===== config.mk =====
export PLATFORM = sky130hd
export DESIGN_NAME = irq_dest_router
export DESIGN_NICKNAME = d
export VERILOG_FILES = /design/src/rtl/irq_rt_pkg.sv /design/src/rtl/irq_route_table.sv /design/src/rtl/irq_hint_regs.sv /design/src/rtl/irq_lowest_scan.sv /design/src/rtl/irq_dest_router.sv
export SDC_FILE = /design/constraint.sdc
export NUM_CORES = 1
export LEC_CHECK = 0
export ABC_AREA = 1
export CELL_PAD_IN_SITES_DETAIL_PLACEMENT = 2
export CELL_PAD_IN_SITES_GLOBAL_PLACEMENT = 2
export CORE_UTILIZATION = 34
export CTS_CLUSTER_SIZE = 8
export DETAILED_ROUTE_END_ITERATION = 8
export PLACE_DENSITY_LB_ADDON = 0.1
export REMOVE_ABC_BUFFERS = 1
export SETUP_SLACK_MARGIN = 0.5
export SYNTH_ARGS = -nofsm -noshare
export SYNTH_HDL_FRONTEND = slang
export SYNTH_SLANG_ARGS = --single-unit

===== constraint.sdc =====
create_clock -name clk -period 6.5 [get_ports clk]
set_input_delay 1.3 -clock clk [delete_from_list [all_inputs] [get_ports clk]]
set_output_delay 1.3 -clock clk [all_outputs]
set_load 0.005 [all_outputs]

===== src/rtl/irq_rt_pkg.sv =====
package irq_rt_pkg;
  localparam int HINT_W = 2;
  localparam logic [HINT_W-1:0] HINT_IDLE    = 2'b00;
  localparam logic [HINT_W-1:0] HINT_BUSY    = 2'b01;
  localparam logic [HINT_W-1:0] HINT_OFFLINE = 2'b11;
endpackage


===== src/rtl/irq_route_table.sv =====
module irq_route_table #(
  parameter int N_CPU = 8,
  parameter int N_IRQ = 16,
  localparam int IRQ_W = (N_IRQ > 1) ? $clog2(N_IRQ) : 1
) (
  input  logic             clk,
  input  logic             rst,
  input  logic             we,
  input  logic [IRQ_W-1:0] waddr,
  input  logic [N_CPU-1:0] wmask,
  input  logic             wredir,
  input  logic [IRQ_W-1:0] raddr,
  output logic [N_CPU-1:0] rmask,
  output logic             rredir
);
  // Storage has no reset so it maps to distributed RAM; a per-entry
  // written flag supplies the reset contents instead.
  logic [N_CPU-1:0] mask_mem  [N_IRQ];
  logic             redir_mem [N_IRQ];
  logic [N_IRQ-1:0] written;

  always_ff @(posedge clk) begin
    if (we) begin
      mask_mem[waddr]  <= wmask;
      redir_mem[waddr] <= wredir;
    end
  end

  always_ff @(posedge clk) begin
    if (rst)     written <= '0;
    else if (we) written[waddr] <= 1'b1;
  end

  always_comb begin
    if (written[raddr]) begin
      rmask  = mask_mem[raddr];
      rredir = redir_mem[raddr];
    end else begin
      rmask  = {{(N_CPU-1){1'b0}}, 1'b1};
      rredir = 1'b1;
    end
  end
endmodule


===== src/rtl/irq_hint_regs.sv =====
module irq_hint_regs
  import irq_rt_pkg::*;
#(
  parameter int N_CPU = 8
) (
  input  logic                           clk,
  input  logic                           rst,
  input  logic [N_CPU-1:0]               we,
  input  logic [N_CPU*HINT_W-1:0]        wdata,
  output logic [N_CPU-1:0][HINT_W-1:0]   hints
);
  for (genvar i = 0; i < N_CPU; i++) begin : g_cpu
    always_ff @(posedge clk) begin
      if (rst)        hints[i] <= HINT_IDLE;
      else if (we[i]) hints[i] <= wdata[HINT_W*i +: HINT_W];
    end
  end
endmodule


===== src/rtl/irq_lowest_scan.sv =====
module irq_lowest_scan
  import irq_rt_pkg::*;
#(
  parameter int N_CPU = 8,
  localparam int CPU_W = (N_CPU > 1) ? $clog2(N_CPU) : 1
) (
  input  logic                         clk,
  input  logic                         rst,
  input  logic [N_CPU-1:0][HINT_W-1:0] hints,
  input  logic [CPU_W-1:0]             start,
  output logic [CPU_W-1:0]             sel
);
  logic [HINT_W-1:0] best_val;

  always_comb begin
    int c;
    best_val = hints[start];
    sel      = start;
    for (int k = 1; k < N_CPU; k++) begin
      c = int'(start) + k;
      if (c >= N_CPU) c = c - N_CPU;
      if (hints[c] < best_val) begin
        best_val = hints[c];
        sel      = CPU_W'(c);
      end
    end
  end

  // the selected processor is never busier than any other
  for (genvar i = 0; i < N_CPU; i++) begin : g_chk
    assert_min_hint_R3: assert property (@(posedge clk) disable iff (rst)
      hints[sel] <= hints[i]);
  end
endmodule


===== src/rtl/irq_dest_router.sv =====
module irq_dest_router
  import irq_rt_pkg::*;
#(
  parameter int N_CPU = 8,
  parameter int N_IRQ = 16,
  localparam int CPU_W = (N_CPU > 1) ? $clog2(N_CPU) : 1,
  localparam int IRQ_W = (N_IRQ > 1) ? $clog2(N_IRQ) : 1
) (
  input  logic                      clk,
  input  logic                      rst,
  input  logic                      redir_en,
  input  logic                      cfg_we,
  input  logic [IRQ_W-1:0]          cfg_irq,
  input  logic [N_CPU-1:0]          cfg_mask,
  input  logic                      cfg_redir,
  input  logic [N_CPU-1:0]          hint_we,
  input  logic [N_CPU*HINT_W-1:0]   hint_wdata,
  input  logic                      req_valid,
  input  logic [IRQ_W-1:0]          req_irq,
  output logic                      dst_valid,
  output logic [N_CPU-1:0]          dst_onehot,
  output logic [CPU_W-1:0]          dst_idx,
  output logic                      cfg_err
);
  logic [N_CPU-1:0]               ent_mask;
  logic                           ent_redir;
  logic [N_CPU-1:0][HINT_W-1:0]   hints;
  logic [CPU_W-1:0]               dflt_cpu;
  logic [CPU_W-1:0]               scan_cpu;
  logic [CPU_W-1:0]               pick;
  logic                           mask_zero;
  logic                           use_redir;

  irq_route_table #(.N_CPU(N_CPU), .N_IRQ(N_IRQ)) u_table (
    .clk(clk), .rst(rst),
    .we(cfg_we), .waddr(cfg_irq), .wmask(cfg_mask), .wredir(cfg_redir),
    .raddr(req_irq), .rmask(ent_mask), .rredir(ent_redir)
  );

  irq_hint_regs #(.N_CPU(N_CPU)) u_hints (
    .clk(clk), .rst(rst), .we(hint_we), .wdata(hint_wdata), .hints(hints)
  );

  irq_lowest_scan #(.N_CPU(N_CPU)) u_scan (
    .clk(clk), .rst(rst), .hints(hints), .start(dflt_cpu), .sel(scan_cpu)
  );

  // lowest set bit of the mask is the default processor
  always_comb begin
    dflt_cpu = '0;
    for (int i = N_CPU - 1; i >= 0; i--)
      if (ent_mask[i]) dflt_cpu = CPU_W'(i);
  end

  assign mask_zero = (ent_mask == '0);
  assign use_redir = redir_en & ent_redir & ~mask_zero;
  assign pick      = use_redir ? scan_cpu : dflt_cpu;

  always_ff @(posedge clk) begin
    if (rst) begin
      dst_valid  <= 1'b0;
      dst_onehot <= '0;
      dst_idx    <= '0;
      cfg_err    <= 1'b0;
    end else begin
      dst_valid <= req_valid;
      if (req_valid) begin
        dst_idx    <= pick;
        dst_onehot <= {{(N_CPU-1){1'b0}}, 1'b1} << pick;
        if (mask_zero) cfg_err <= 1'b1;
      end
    end
  end

  assert_single_dest_R1: assert property (@(posedge clk) disable iff (rst)
    dst_valid |-> $countones(dst_onehot) == 1);

  assert_latency_R9: assert property (@(posedge clk) disable iff (rst)
    dst_valid |-> $past(req_valid));

  assert_hold_R9: assert property (@(posedge clk) disable iff (rst)
    !req_valid |=> $stable(dst_idx) && $stable(dst_onehot));

  assert_err_sticky_R8: assert property (@(posedge clk) disable iff (rst)
    cfg_err |=> cfg_err);

  assert_zero_mask_R8: assert property (@(posedge clk) disable iff (rst)
    (req_valid && mask_zero) |=> (dst_idx == '0) && cfg_err);
endmodule


==> qor.txt <==
TritonCTS clock tree: yes
R2R depth: 47
CP Data Required Time: 6.87 ns
worst reg2reg setup slack: 0.80 ns
capture point of the worst path: dst_onehot[6]
Crit path arrival time: 6.81 ns
Syn. warnings: 0
Worst Setup SP: req_irq[0]
leak pwr: 0.00505 uW
syn avg cell area: 9.39 um2
# H-tree levels: 4
IO Pins: 59
clock buffer count from CTS: 17
Syn Inst Count: 982
die height: 167 um
Startpoint Class: primary input
most frequent cells in the layout: 151 x nand2_1, 144 x edfxtp_1, 128 x nor2_1
die width: 167 um
vias per cell: 5.30
fin util: 0.475
Die ar.: 27800 um2
fin crit share: 0.991
top sig layer: met4
CTS Hold Buffers Added: 0
number of distinct library cells after synthesis: 39
DRT iter0 DRCs: 378
final worst setup slack: 0.0584 ns
routed wl met2: 17700 um
worst vdd ir: 0.000156 V
clock sinks: 189
Slew HR: 0.154
worst slew pin tran: 1.26 ns
DR pass1 iterations: 4
Crit Path Max Fanout: 9
first-pass GRT wire length: 53100 um
worst r2r src: u_table.mask_mem[9][0]
initial antenna violation count: 1
DP HPWL: 21800 um
max incr delay on CP: 0.30 ns
Power Total: 3510 uW
M1 wire length: 16200 um
vias in the first global route: 8609
Max Cap Viol: 0
clock slew at reported path FFs: 0.09 ns
clock root buffer: clkbuf_16
Max clock buf depth: 2
Max Transition Viols Final: 0
setup_tns: 0 ns
global route total overflow: 0
crit path capture type: flip-flop
setup violators final: 0
GP Congestion: 0.780
Final ANT Viol Nets: 0
routed len/inst: 23.9 um
DRC errors left: 0
Setup Skew: 0.0129 ns
hold wc startpoint: u_table.written[15]
largest net degree at the start of global routing: 25
Global Route Usage Sum: 0.260
Crit Path Category: in2reg
post-synth top area cell: edfxtp_1
most common cell after layout, fill and taps aside: nand2_1
Initial Util: 0.350
Seq/Total Area, Yosys: 0.567
fin crit period: 6.44 ns
Power Density: 281 nW/um2
core box area: 26400 um2
Cell Area, Synth: 9220 um2
status: finished clean
fin nets: 1219
Yosys reg bits: 189
share of layout cells above drive strength 1: 0.264
P&R area growth vs syn: 35.7%
unrepaired setup endpoints after global routing: true
Synth area leaders: edfxtp_1 47%, dfxtp_1 9.8%, nand2_1 7.2%
Fin. Hold Viols: 0
drt total wl: 36000 um
total number of vias: 7983
clk_lat worst skew: 0.46 ns
Worst Hold Class: reg2reg
Crit-path slowest cell: ha_1
Rows: 59
Yosys top cell area share: 0.469
Worst R2R End: dst_onehot[6]
worst slack, placed: -0.923 ns
fmax: 155 MHz
Ant. Diodes: 0
met3 wire length: 1150 um
Port Buffers: 58
sequential cells by signal (all words and copies together), names as in the netlist:
| signal | cells |
|---|---|
| cfg_err | 1 |
| dst_idx | 3 |
| dst_onehot | 8 |
| dst_valid | 1 |
| u_hints.hints | 16 |
| u_table.mask_mem | 128 |
| u_table.redir_mem | 16 |
| u_table.written | 16 |
synthesized netlist by cell type, drive strengths merged:
master  count
nand2     205
nor2      144
or2         2
clkbuf      9
o211ai     15
a21oi      22
xor2        3
clkinv      2
nand3      88
a22o        1
dfxtp      45
edfxtp    144
inv        98
a31oi       4
o21bai      1
xnor2       1
buf        32
o22ai      13
o21ai     119
o221a       1
o21a        2
mux2i       8
ha         15
nor3        2
o221ai      6
worst max-delay path, delay by kind of cell:
family / cells / cell delay (ns)
and+or+nand+nor: 29 / 2.45
adders and majority gates: 2 / 0.59
buffers and inverters: 10 / 1.07
AOI/OAI and AO/OA: 8 / 1.23
muxes: 1 / 0.11
metrics by stage:
stage	cell area, um2	cells	hold slack [ns]
finish	12500	1506	0.476
CTS	12300	1498	0.482
global route	12500	1506	0.498
floorplan	8920	941	0.432
global placement	10800	1439	0.440
detailed placement	10800	1439	0.461
power by group:
group | internal (uW) | switching (uW)
sequential | 1330 | 17.4
clock | 544 | 569
combinational | 432 | 614
total | 2310 | 1200
repair_timing:
item                       4_1_cts  5_1_grt
resized for setup              146       43
pin swaps                       49       39
gates cloned                     8        2
buffers inserted                19        6
setup endpoints to repair       11       11
area by class of cell:
cell class / count / area [um2]
Timing Repair Buffer: 197 / 2090
Clock inverter: 13 / 159
Clock buffer: 19 / 454
Inverter: 100 / 408
Multi-Input combinational cell: 653 / 3760
Fill cell: 2761 / 13800
Tap cell: 335 / 419
Sequential cell: 189 / 5230
worst min-delay path by stage:
stage | endpoint | slack, ns | depth (start not counted)
detailed placement | u_table.written[6] | 0.46 | 2
finish | u_table.written[15] | 0.48 | 2
floorplan | u_table.written[7] | 0.43 | 2
CTS | u_table.written[6] | 0.48 | 2
global route | dst_onehot[5] | 0.50 | 2
global placement | u_table.written[7] | 0.44 | 2
layer usage:
metal	global-route usage	vias to the layer above
met3	0.0347	50
met5	0	-
li1	-	3675
met2	0.431	163
met1	0.347	4095
met4	0.0986	0
kinds of logic after synthesis:
kind of cell / after synthesis / synth area share
flip-flops: 189 / 0.567
XOR/XNOR: 4 / 0.00543
AO/OA/AOI/OAI: 184 / 0.111
multiplexers: 8 / 0.00869
adder cells (fa/ha/maj): 15 / 0.0204
buffers and inverters: 141 / 0.0736
AND/OR/NAND/NOR: 441 / 0.214
Note: power is estimated with default switching activity, not from simulation.
